[src/rtl/flux_cls_pkg.sv]
package flux_cls_pkg;

    localparam int NUM_BINS   = 3;
    localparam int NUM_BOUNDS = 2 * NUM_BINS;
    localparam int NUM_CNT    = NUM_BINS + 1;

    typedef enum logic [1:0] {
        BIN_SHORT  = 2'd0,
        BIN_MID    = 2'd1,
        BIN_LONG   = 2'd2,
        BIN_REJECT = 2'd3
    } bin_code_e;

    typedef enum logic {
        CFG_IDLE = 1'b0,
        CFG_LOAD = 1'b1
    } cfg_state_e;

    // Bound in tenths of a microsecond, index order lo/hi per bin.
    function automatic int preset_tenths(input logic permissive, input int idx);
        int t;
        unique case (idx)
            0:       t = 32;
            1:       t = 42;
            2:       t = permissive ? 52 : 55;
            3:       t = 62;
            4:       t = permissive ? 72 : 75;
            default: t = 82;
        endcase
        return t;
    endfunction

    function automatic int tenths_to_ticks(input int tenths, input int mhz);
        return (tenths * mhz) / 10;
    endfunction

endpackage

[src/rtl/flux_bound_regs.sv]
module flux_bound_regs
    import flux_cls_pkg::*;
#(
    parameter int IV_W       = 12,
    parameter int SAMPLE_MHZ = 50
) (
    input  logic                             clk,
    input  logic                             rst_n,
    input  logic                             cfg_we,
    input  logic [2:0]                       cfg_addr,
    input  logic [IV_W-1:0]                  cfg_data,
    input  logic                             preset_req,
    input  logic                             preset_sel,
    output logic [NUM_BOUNDS-1:0][IV_W-1:0]  bounds,
    output logic                             cfg_legal
);

    cfg_state_e state_q, state_d;
    logic       sel_q;
    logic       load_en;

    // State register
    always_ff @(posedge clk or negedge rst_n) begin
        if (!rst_n) begin
            state_q <= CFG_IDLE;
            sel_q   <= 1'b0;
        end else begin
            state_q <= state_d;
            if (state_q == CFG_IDLE && preset_req)
                sel_q <= preset_sel;
        end
    end

    // Next-state logic
    always_comb begin
        state_d = state_q;
        unique case (state_q)
            CFG_IDLE: if (preset_req) state_d = CFG_LOAD;
            CFG_LOAD: state_d = CFG_IDLE;
        endcase
    end

    // Outputs of the sequencer
    always_comb begin
        load_en = 1'b0;
        unique case (state_q)
            CFG_IDLE: load_en = 1'b0;
            CFG_LOAD: load_en = 1'b1;
        endcase
    end

    // Bound register file
    always_ff @(posedge clk or negedge rst_n) begin
        if (!rst_n) begin
            for (int i = 0; i < NUM_BOUNDS; i++)
                bounds[i] <= IV_W'(tenths_to_ticks(preset_tenths(1'b0, i), SAMPLE_MHZ));
        end else if (load_en) begin
            for (int i = 0; i < NUM_BOUNDS; i++)
                bounds[i] <= IV_W'(tenths_to_ticks(preset_tenths(sel_q, i), SAMPLE_MHZ));
        end else if (cfg_we) begin
            for (int i = 0; i < NUM_BOUNDS; i++)
                if (cfg_addr == 3'(i))
                    bounds[i] <= cfg_data;
        end
    end

    // Legality: each window well formed, windows strictly ascending
    logic [NUM_BINS-1:0] win_ok;
    logic [NUM_BINS-1:0] order_ok;

    for (genvar b = 0; b < NUM_BINS; b++) begin : g_legal
        assign win_ok[b] = bounds[2*b] <= bounds[2*b+1];
        if (b == 0) begin : g_first
            assign order_ok[b] = 1'b1;
        end else begin : g_rest
            assign order_ok[b] = bounds[2*b-1] < bounds[2*b];
        end
    end

    assign cfg_legal = &win_ok & &order_ok;

endmodule

[src/rtl/flux_window_match.sv]
module flux_window_match
    import flux_cls_pkg::*;
#(
    parameter int IV_W = 12
) (
    input  logic                             clk,
    input  logic                             rst_n,
    input  logic                             in_valid,
    input  logic [IV_W-1:0]                  in_ticks,
    input  logic [NUM_BOUNDS-1:0][IV_W-1:0]  bounds,
    input  logic                             legal,
    output logic                             hit_valid,
    output logic [NUM_BINS-1:0]              hit
);

    logic [NUM_BINS-1:0] hit_c;

    for (genvar b = 0; b < NUM_BINS; b++) begin : g_win
        assign hit_c[b] = (in_ticks >= bounds[2*b]) && (in_ticks <= bounds[2*b+1]);
    end

    always_ff @(posedge clk or negedge rst_n) begin
        if (!rst_n) begin
            hit_valid <= 1'b0;
            hit       <= '0;
        end else begin
            hit_valid <= in_valid;
            hit       <= (in_valid && legal) ? hit_c : '0;
        end
    end

endmodule

[src/rtl/flux_sat_counter.sv]
module flux_sat_counter #(
    parameter int CNT_W = 16
) (
    input  logic             clk,
    input  logic             rst_n,
    input  logic             clr,
    input  logic             inc,
    output logic [CNT_W-1:0] count
);

    localparam logic [CNT_W-1:0] CNT_MAX = '1;

    always_ff @(posedge clk or negedge rst_n) begin
        if (!rst_n)
            count <= '0;
        else if (clr)
            count <= '0;
        else if (inc && count != CNT_MAX)
            count <= count + 1'b1;
    end

endmodule

[src/rtl/flux_interval_classifier.sv]
module flux_interval_classifier
    import flux_cls_pkg::*;
#(
    parameter int IV_W       = 12,
    parameter int CNT_W      = 16,
    parameter int SAMPLE_MHZ = 50
) (
    input  logic             clk,
    input  logic             rst_n,
    input  logic             cnt_clr,
    input  logic             cfg_we,
    input  logic [2:0]       cfg_addr,
    input  logic [IV_W-1:0]  cfg_data,
    input  logic             preset_req,
    input  logic             preset_sel,
    input  logic             iv_valid,
    input  logic [IV_W-1:0]  iv_ticks,
    output logic             res_valid,
    output logic [1:0]       res_code,
    output logic             res_reject,
    output logic             cfg_legal,
    output logic [CNT_W-1:0] hits_short,
    output logic [CNT_W-1:0] hits_mid,
    output logic [CNT_W-1:0] hits_long,
    output logic [CNT_W-1:0] rejects
);

    logic [NUM_BOUNDS-1:0][IV_W-1:0] bounds;
    logic                            s1_valid;
    logic [NUM_BINS-1:0]             s1_hit;
    bin_code_e                       code_c;
    logic [NUM_CNT-1:0]              cnt_inc;
    logic [NUM_CNT-1:0][CNT_W-1:0]   counts;

    flux_bound_regs #(.IV_W(IV_W), .SAMPLE_MHZ(SAMPLE_MHZ)) u_bounds (
        .clk        (clk),
        .rst_n      (rst_n),
        .cfg_we     (cfg_we),
        .cfg_addr   (cfg_addr),
        .cfg_data   (cfg_data),
        .preset_req (preset_req),
        .preset_sel (preset_sel),
        .bounds     (bounds),
        .cfg_legal  (cfg_legal)
    );

    flux_window_match #(.IV_W(IV_W)) u_match (
        .clk       (clk),
        .rst_n     (rst_n),
        .in_valid  (iv_valid),
        .in_ticks  (iv_ticks),
        .bounds    (bounds),
        .legal     (cfg_legal),
        .hit_valid (s1_valid),
        .hit       (s1_hit)
    );

    // Encode stage-one hits into a bin code
    always_comb begin
        unique casez (s1_hit)
            3'b??1:  code_c = BIN_SHORT;
            3'b?10:  code_c = BIN_MID;
            3'b100:  code_c = BIN_LONG;
            default: code_c = BIN_REJECT;
        endcase
    end

    always_ff @(posedge clk or negedge rst_n) begin
        if (!rst_n) begin
            res_valid  <= 1'b0;
            res_code   <= 2'd0;
            res_reject <= 1'b0;
        end else begin
            res_valid  <= s1_valid;
            res_code   <= s1_valid ? code_c : 2'd0;
            res_reject <= s1_valid && (s1_hit == '0);
        end
    end

    for (genvar c = 0; c < NUM_CNT; c++) begin : g_cnt
        assign cnt_inc[c] = s1_valid && (code_c == bin_code_e'(c));
        flux_sat_counter #(.CNT_W(CNT_W)) u_cnt (
            .clk   (clk),
            .rst_n (rst_n),
            .clr   (cnt_clr),
            .inc   (cnt_inc[c]),
            .count (counts[c])
        );
    end

    assign hits_short = counts[BIN_SHORT];
    assign hits_mid   = counts[BIN_MID];
    assign hits_long  = counts[BIN_LONG];
    assign rejects    = counts[BIN_REJECT];

endmodule

[config.mk]
export PLATFORM = sky130hd
export DESIGN_NAME = flux_interval_classifier
export DESIGN_NICKNAME = d
export VERILOG_FILES = /design/src/rtl/flux_cls_pkg.sv /design/src/rtl/flux_bound_regs.sv /design/src/rtl/flux_window_match.sv /design/src/rtl/flux_sat_counter.sv /design/src/rtl/flux_interval_classifier.sv
export SDC_FILE = /design/constraint.sdc
export NUM_CORES = 1
export LEC_CHECK = 0
export ABC_AREA = 1
export BUFFER_PORTS_ARGS = -buffer_cell sky130_fd_sc_hd__clkbuf_2
export CORE_AREA = 2 2 141 170
export CTS_BUF_LIST = sky130_fd_sc_hd__clkbuf_4
export DETAILED_ROUTE_END_ITERATION = 12
export DIE_AREA = 0 0 143 172
export MAX_ROUTING_LAYER = met4
export PLACE_DENSITY = 0.65
export SLEW_MARGIN = 40
export SYNTH_ARGS = -nofsm -noshare
export SYNTH_HDL_FRONTEND = slang
export SYNTH_SLANG_ARGS = --single-unit
[constraint.sdc]
create_clock -name clk -period 4.31 [get_ports clk]
set_input_delay 0.431 -clock clk [delete_from_list [all_inputs] [get_ports clk]]
set_output_delay 0.431 -clock clk [all_outputs]
set_load 0.01 [all_outputs]
==> results.md, run 1 <==
- Post-synth cell types: 39
- Share of layout cells above drive strength 1: 12.4%
- Fillers: 2,272
- Routed WL: 25.0 mm
- Setup Buffers After CTS: 0
- First-pass GRT wire length: 41.9 mm
- Post-DP Area: 10,800 um2
- Net Count, Synth: 1,466
- F_max: 329 MHz
- DRT iter0 DRCs: 405
- Worst-path fanout max: 3
- Final ANT Viol Nets: 0
- Dpl hpwl: 19.7 mm
- Area of the multi-input gates: 5440 um2
- Die Width: 143 um
- Crit Path Category: reg2out
- Commonest non-fill, non-tap cell in the layout: nand2_1
- Commonest cells after routing, fill and taps aside: nand2_1, inv_1, ha_1, o21ai_0, dfrtp_1
- Hold_ws: 0.0915 ns
- Vias: 8,903
- Crit share post-route: 70.6%
- H-tree Lvls: 4
- Worst min path class: in2reg
- Root Buffer: clkbuf_4
- # clock sinks: 146
- Arrival time worst endpoint: 2.61 ns
- CTS tree: built
- Slew Limit Fails: 0
- Finished Cell Area: 11,200 um2
- Worst rel slew slack: 50.6%
- DRC Markers: 0
- Top-area cell type share of the netlist area: 30.0%
- Max-Cap Viols: 0
- DIE AREA: 24,600 um2
- Clk slew on worst S/H paths: 0.13 ns
- Post-cts gate resize count: 0
- Clk_skew: 0.0189 ns
- Wire length per cell: 14.5 um
- Total CTS buffers: 17
- #FFs+latches synth: 146
- Area Overhead vs Synth: 12.7%
- Startpoint Class: flop
- Cells taking the most area after synthesis: dfrtp_1, ha_1, nand2_1
- Final GP Congestion: 0.877
- Latest clock arrival within the worst-skew pair: 0.56 ns
- Final min period: 3.04 ns
- Final #Nets: 1,569
- Placement Rows: 61
- Worst vdd ir: 0.165 mV
- Crit path required time: 3.88 ns
- Syn Area/Cell: 7.65 um2
- Area leader, netlist: dfrtp_1
- Crit end category: primary output
- Tightest Pin Transition: 0.739 ns
- Die Ht: 172 um
- Initial antenna violation count: 1
- Number of port buffers: 102
- Final hold vios: 0
- Core region area: 23,000 um2
- Num ports: 103
- Largest net degree at the start of global routing: 101
- Leakage power: 0.00563 uW
- DRT Pass-1 Iters: 5
- Post-DR vias/cell: 5.15
- Outcome: completed
- Seq/Total Area, Yosys: 37.1%
- Post-Synthesis Cell Area: 9930 um2
- Fin Setup TNS: 0 ns
- Grt total ovfl: 0
- Final setup fails: 0
- RSZ-0062 raised after global routing: no
- Post-Synthesis Cells: 1,298
- Pwr Density: 320 nW/um2
- Initial Util: 43.2%
- Yosys warns: 0
- Vias in the first global route: 8,846
- GRT Overall Usage: 21.9%
- Clock buffer depth: 2
- Seq. cell area: 3690 um2
[path summary, 6_finish.rpt]
check                                         from                  endpoint  slack, ns  cells after the start
max in group asynchronous                    rst_n       u_bounds.bounds[25]       3.31                      3
min reg2reg                      u_match.hit_valid                 res_valid       0.40                      0
max reg2reg                g_cnt[3].u_cnt.count[0]  g_cnt[3].u_cnt.count[10]       2.12                      9
min                                     preset_req          u_bounds.state_q       0.09                      3
min in group asynchronous                    rst_n   g_cnt[3].u_cnt.count[3]       0.30                      2
max                            u_bounds.bounds[19]                 cfg_legal       1.27                     11
[where the power goes]
part,switching [uW],internal [uW]
logic,589,335
clock network,525,572
registers,61.5,1500
total,1170,2400
[final cells by class]
class                           instances  share of cell area, %
Tap cell                              315                   3.52
Sequential cell                       146                   33.0
Timing Repair Buffer                  108                   5.39
Clock buffer                           17                   1.14
Inverter                              187                   6.30
Clock inverter                         13                   2.09
Multi-Input combinational cell        941                   48.6
Antenna cell                            1                 0.0224
[cells in the mapped netlist (all sizes together)]
library cell / n
ha: 134
nand4: 35
inv: 187
a211oi: 4
xor2: 12
xnor2: 1
a21o: 3
o21bai: 3
dfrtp: 119
nand3: 57
nand3b: 3
o31ai: 8
o211a: 2
o2111ai: 2
nor2: 121
nor3: 32
clkbuf: 18
nor3b: 1
buf: 6
a22oi: 2
dfstp: 27
nor4: 2
a21oi: 68
and3: 5
and2: 2
a31oi: 4
o21ai: 134
nand2: 306
[cell families (layout without fill, tap and decap cells)]
kind of cell    after synthesis  after routing  synth area share [%]
other cells                   0              1                     0
fa+ha+maj                   134            134                  16.9
compound gates              230            230                  12.5
simple gates                564            564                  24.1
xor+xnor                     13             13                  1.22
flops                       146            146                  37.1
buf+inv                     211            325                  8.14
[critical path, stage by stage, from the launching register on]
cell	delay, ns
dfstp_2	0.56
inv_1	0.07
ha_1	0.29
nand2_1	0.08
nor2_1	0.15
and2_1	0.17
nand4_1	0.08
nand2_1	0.10
nand2_1	0.08
nor2_1	0.13
and2_1	0.20
clkbuf_2	0.15
[per-stage QoR]
| step | utilization, % | std cells | setup WS (ns) | power, uW |
|---|---|---|---|---|
| finish | 48.7 | 1728 | 1.27 | 3580 |
| global route | 48.7 | 1728 | 1.06 | 3860 |
| CTS | 48.6 | 1726 | 1.24 | 3610 |
| detailed placement | 46.9 | 1694 | 1.89 | 2510 |
| global placement | 46.9 | 1694 | 1.90 | 2470 |
| floorplan | - | 1298 | 2.32 | 2210 |
[state kept, by name, summed over array words and instances (netlist names)]
register	cells
u_bounds.state_q	1
res_code	2
u_bounds.bounds	72
u_match.hit	3
res_valid	1
res_reject	1
u_bounds.sel_q	1
g_cnt.u_cnt.count	64
u_match.hit_valid	1
[what timing repair did]
item / 4_1_cts / 5_1_grt
hold buffers: 2 / 0
endpoints found under the setup margin: 0 / 0
hold endpoints to repair: 85 / 0
[per-layer routing]
| layer | global-route usage [%] | vias to the layer above | wire length [um] |
|---|---|---|---|
| li1 | - | 4497 | - |
| met1 | 26.5 | 4164 | 11100 |
| met2 | 38.5 | 202 | 12500 |
| met3 | 3.05 | 40 | 923 |
| met4 | 5.94 | 0 | 465 |
| met5 | - | - | 0 |
(Power assumes the default switching activity.)
==> run 2: changes to the inputs <==
Settings changed: PLACE_DENSITY 0.65 to 0.67.
Clock period 4.31 ns to 2.4 ns, I/O delays scaled along.
==> results.md, run 2 (synthesis results as in run 1) <==
- Outcome: finished with violations
- Failing checks: setup timing
- Startpoint Class: flop
- Final GP Congestion: 0.906
- Crit path to: cfg_legal
- First-pass GRT wire length: 41.5 mm
- DRT iter0 DRCs: 412
- Wire length per cell: 14.2 um
- Leakage power: 0.00575 uW
- Dpl hpwl: 20.0 mm
- Final Power: 6100 uW
- DIE AREA: 24,600 um2
- Final worst slack: -0.228 ns
- Final #Nets: 1,604
- Root Buffer: clkbuf_4
- Critical Path Start: u_bounds.bounds[19]
- Initial Util: 43.2%
- Crit end category: primary output
- Worst min path class: in2reg
- Fin Setup TNS: -0.228 ns
- Worst vdd ir: 0.263 mV
- Non-Filler Instances: 1,765
- Core region area: 23,000 um2
- Placement Rows: 61
- Worst R2R End: g_cnt[2].u_cnt.count[8]
- Latest clock arrival within the worst-skew pair: 0.58 ns
- Num ports: 103
- Crit-path slowest cell: dfstp_2
- Worst-path fanout max: 2
- Number of port buffers: 102
- Area Overhead vs Synth: 16.2%
- Routed WL: 25.0 mm
- Kind of cell adding the most delay to the critical path: simple AND/OR/NAND/NOR gates
- Die Ht: 172 um
- Worst rel slew slack: 50.1%
- Clk_skew: 0.0215 ns
- Setup WS pre-CTS: 0.251 ns
- Largest net degree at the start of global routing: 64
- Slew Limit Fails: 0
- Hold_ws: 0.0428 ns
- DRT Pass-1 Iters: 5
- Clock buffer depth: 2
- Tightest Pin Transition: 0.747 ns
- Crit share post-route: 110%
- Final hold vios: 0
- Crit Path Category: reg2out
- Critical-path cell list: ha_1, nand2_2, o21bai_1, a21oi_1, nor2_1, nand2_1, nor2_2, and2_4, clkbuf_8
- Max-Cap Viols: 0
- Die Width: 143 um
- Crit path depth: 9
- CTS tree: built
- Total CTS buffers: 17
- Largest reg by FF count: u_bounds.bounds
- F_max: 380 MHz
- Crit path required time: 2.16 ns
- Final setup fails: 1
- H-tree Lvls: 4
- # clock sinks: 146
- Grt total ovfl: 0
- Commonest cells after routing, fill and taps aside: nand2_1, inv_1, o21ai_0, ha_1, dfrtp_1
- Vias in the first global route: 8,796
- Pwr Density: 528 nW/um2
- DRC Markers: 0
- Biggest regs: u_bounds.bounds x72, g_cnt.u_cnt.count x64, u_match.hit x3
- Clk slew on worst S/H paths: 0.14 ns
- Share of layout cells above drive strength 1: 16.3%
- Post-DR vias/cell: 5.13
- Max reg flops: 72
- Arrival time worst endpoint: 2.39 ns
- Commonest non-fill, non-tap cell in the layout: nand2_1
- CP max stage delay: 0.57 ns
- RSZ-0062 raised after global routing: yes
- R2R depth: 9
- GRT Overall Usage: 21.8%
- Worst R2R Start: g_cnt[2].u_cnt.count[0]
- Final ANT Viol Nets: 0
- R2R Setup Slk: 0.33 ns
- Placed insts: 1,710
- Vias: 9,048
- Initial antenna violation count: 1
- CP Buf/Inv Count: 1
- Final min period: 2.63 ns
[run 2: final cells by class]
| class | count | area [um2] |
|---|---|---|
| repair buffers | 143 | 898 |
| multi-input cells | 941 | 5610 |
| inverters | 187 | 704 |
| clock inverters | 15 | 124 |
| clock buffers | 17 | 128 |
| fillers | 2251 | 11400 |
| well taps | 315 | 394 |
| flip-flops and latches | 146 | 3690 |
| diodes | 1 | 2.50 |
[run 2: worst min path at each step]
stage	slack [ns]	from	depth (start not counted)	endpoint
floorplan	-0.06	rst_n	0	g_cnt[0].u_cnt.count[0]
global placement	0.27	rst_n	1	g_cnt[1].u_cnt.count[15]
detailed placement	0.27	rst_n	1	g_cnt[3].u_cnt.count[1]
CTS	0.01	cfg_data[8]	5	u_bounds.bounds[20]
global route	0.04	cfg_data[8]	5	u_bounds.bounds[20]
finish	0.04	cfg_data[8]	5	u_bounds.bounds[20]
[run 2: per-layer routing]
metal | share of wire, % | wire [um] | track usage (%) | up-vias
li1 | - | - | - | 4569
met1 | 44 | 11100 | 25.7 | 4275
met2 | 50 | 12600 | 38.4 | 169
met3 | 3.3 | 833 | 3.35 | 35
met4 | 1.8 | 456 | 6.24 | 0
met5 | 0 | 0 | - | -
[run 2: timing repair]
| action | 4_1_cts | 5_1_grt |
|---|---|---|
| resized for setup | 25 | 20 |
| endpoints found under the setup margin | 1 | 1 |
| hold endpoints to repair | 71 | 0 |
| cloned | 0 | 0 |
| setup buffers | 3 | 3 |
| hold buffers | 16 | 0 |
| pin swaps | 15 | 6 |
[run 2: stage by stage]
step | util [%] | area (um2)
after floorplan | - | 9930
after global placement | 47.5 | 10900
after detailed placement | 47.5 | 10900
after CTS | 49.9 | 11500
after global routing | 50.2 | 11500
final | 50.2 | 11500
[run 2: worst reg2reg max path, cell delays in order (launching register included)]
cell and delay (ns):
dfrtp_1 0.46, ha_1 0.27, nand3_1 0.14, nor2_1 0.08, nand3_1 0.07, nand2_1 0.28, nor3_1 0.42, nand3_1 0.13
nand2_1 0.09, nor2_1 0.04
[run 2: where the power goes]
group	leakage [uW]	internal, uW	switching (uW)
combinational	0.00374	708	1130
clock	0.000129	434	1020
sequential	0.00189	2690	113
==> run 3: changes to the inputs <==
Settings changed: CORE_AREA 2 2 141 170 to 2 2 146 176, DIE_AREA 0 0 143 172 to 0 0 148 178, PLACE_DENSITY 0.67 to 0.63.
==> results.md, run 3 (synthesis results as in run 1) <==
- F_max: 377 MHz
- Worst rel slew slack: 61.5%
- DIE AREA: 26,300 um2
- Crit path required time: 2.16 ns
- Arrival time worst endpoint: 2.41 ns
- Worst vdd ir: 0.284 mV
- # clock sinks: 146
- Final setup fails: 1
- Num ports: 103
- Area of the multi-input gates: 5610 um2
- Leakage power: 0.00572 uW
- RSZ-0062 raised after global routing: yes
- Commonest cells after routing, fill and taps aside: nand2_1, inv_1, o21ai_0, ha_1, dfrtp_1
- Area Overhead vs Synth: 15.8%
- Max reg flops: 72
- Latest clock arrival within the worst-skew pair: 0.58 ns
- Post-DR vias/cell: 5.05
- Crit path to: cfg_legal
- Final ANT Viol Nets: 0
- DRT iter0 DRCs: 370
- Vias in the first global route: 8,627
- Fin Setup TNS: -0.255 ns
- DRT Pass-1 Iters: 5
- Failing checks: setup timing
- Final Power: 6120 uW
- Die Ht: 178 um
- Largest reg by FF count: u_bounds.bounds
- Share of layout cells above drive strength 1: 15.5%
- Root Buffer: clkbuf_4
- First-pass GRT wire length: 42.2 mm
- GRT Overall Usage: 20.5%
- Worst-path fanout max: 3
- R2R Setup Slk: 0.39 ns
- Largest net degree at the start of global routing: 58
- Initial antenna violation count: 1
- Clk slew on worst S/H paths: 0.15 ns
- DRC Markers: 0
- Worst R2R End: g_cnt[2].u_cnt.count[0]
- Critical Path Start: u_bounds.bounds[16]
- Total CTS buffers: 17
- Final min period: 2.65 ns
- Vias: 8,919
- Commonest non-fill, non-tap cell in the layout: nand2_1
- Placement Rows: 63
- Routed WL: 25.5 mm
- Fin util: 46.8%
- Number of port buffers: 102
- Crit Path Category: reg2out
- Clock buffer depth: 2
- Crit share post-route: 111%
- Final GP Congestion: 0.861
- Worst R2R Start: g_cnt[2].u_cnt.count[0]
- Final hold vios: 0
- Tightest Pin Transition: 0.578 ns
- Pwr Density: 532 nW/um2
- Outcome: finished with violations
- Final #Nets: 1,596
- H-tree Lvls: 4
- Core region area: 24,600 um2
- Fillers: 2,509
- Placed insts: 1,716
- R2R depth: 8
- Seq. cell area: 3690 um2
- Initial Util: 40.4%
- Final worst slack: -0.255 ns
- Clk_skew: 0.0283 ns
- Crit end category: primary output
- Finished Cell Area: 11,500 um2
- Worst min path class: in2reg
- Max-Cap Viols: 0
- Dpl hpwl: 19.8 mm
- Startpoint Class: flop
- Die Width: 148 um
- Slew Limit Fails: 0
- Post-DP Area: 10,900 um2
- Biggest regs: u_bounds.bounds x72, g_cnt.u_cnt.count x64, u_match.hit x3
- Non-Filler Instances: 1,767
- Grt total ovfl: 0
- CTS tree: built
- Wire length per cell: 14.5 um
[run 3: cell count changes in the layout (fill, tap and decap cells not counted), moves of 3 or more]
cell and delta:
nand2_2 -3, dlygate4sd3_1 -4, nor2_1 +3, inv_1 +3, buf_4 -5, inv_2 -3
[run 3: repair_timing]
| action | CTS | global route |
|---|---|---|
| hold endpoints to repair | 70 | 0 |
| resized for setup | 20 | 16 |
| pin swaps | 11 | 11 |
| hold buffers | 12 | 0 |
| buffers inserted | 3 | 3 |
| setup endpoints to repair | 1 | 1 |
[run 3: worst min-delay path by stage]
stage                                          to  cells after the start         from  slack [ns]
after global placement    g_cnt[3].u_cnt.count[0]                      1        rst_n        0.26
after global routing          u_bounds.bounds[12]                      4  cfg_addr[2]        0.02
after floorplan           g_cnt[0].u_cnt.count[0]                      0        rst_n       -0.06
after CTS                     u_bounds.bounds[12]                      4  cfg_addr[2]       0.003
final                         u_bounds.bounds[12]                      4  cfg_addr[2]        0.04
after detailed placement  g_cnt[3].u_cnt.count[0]                      1        rst_n        0.25
[run 3: report_power, final]
part | internal [uW] | total [uW] | switching, uW
Clock | 441 | 1490 | 1040
Sequential | 2690 | 2800 | 113
Combinational | 716 | 1840 | 1120
Total | 3850 | 6120 | 2280
[run 3: routing by layer]
| layer | vias to the layer above | GRT usage, % | wire length [um] |
|---|---|---|---|
| li1 | 4547 | - | - |
| met1 | 4160 | 25.6 | 11300 |
| met2 | 186 | 35.9 | 12900 |
| met3 | 26 | 2.58 | 982 |
| met4 | 0 | 4.29 | 336 |
| met5 | - | - | 0 |
[run 3: cell type report]
cell class / count / area share (%)
multi-input cells: 941 / 48.8
flip-flops and latches: 146 / 32.1
repair buffers: 135 / 7.31
inverters: 187 / 6.13
well taps: 325 / 3.54
clock buffers: 17 / 1.11
clock inverters: 15 / 1.08
diodes: 1 / 0.0218
[run 3: stage by stage]
| stage | worst slack [ns] | hold slack, ns |
|---|---|---|
| 2_1_floorplan | 0.598 | -0.0556 |
| 3_3_place_gp | 0.245 | 0.256 |
| 3_5_place_dp | 0.231 | 0.254 |
| 4_1_cts | -0.271 | 0.00307 |
| 5_1_grt | -0.370 | 0.0243 |
| 6_report | -0.255 | 0.0369 |
[run 3: worst max-delay path, stage by stage, from the launching register on]
cell and delay [ns]:
dfstp_2 0.57, inv_2 0.06, ha_4 0.27, nand2_4 0.05, nor2_4 0.11, and2_4 0.15
nand2_1 0.07, nand3_1 0.07, nand2_1 0.09, nand2_2 0.09, nor2_2 0.04, and2_4 0.15
clkbuf_8 0.14
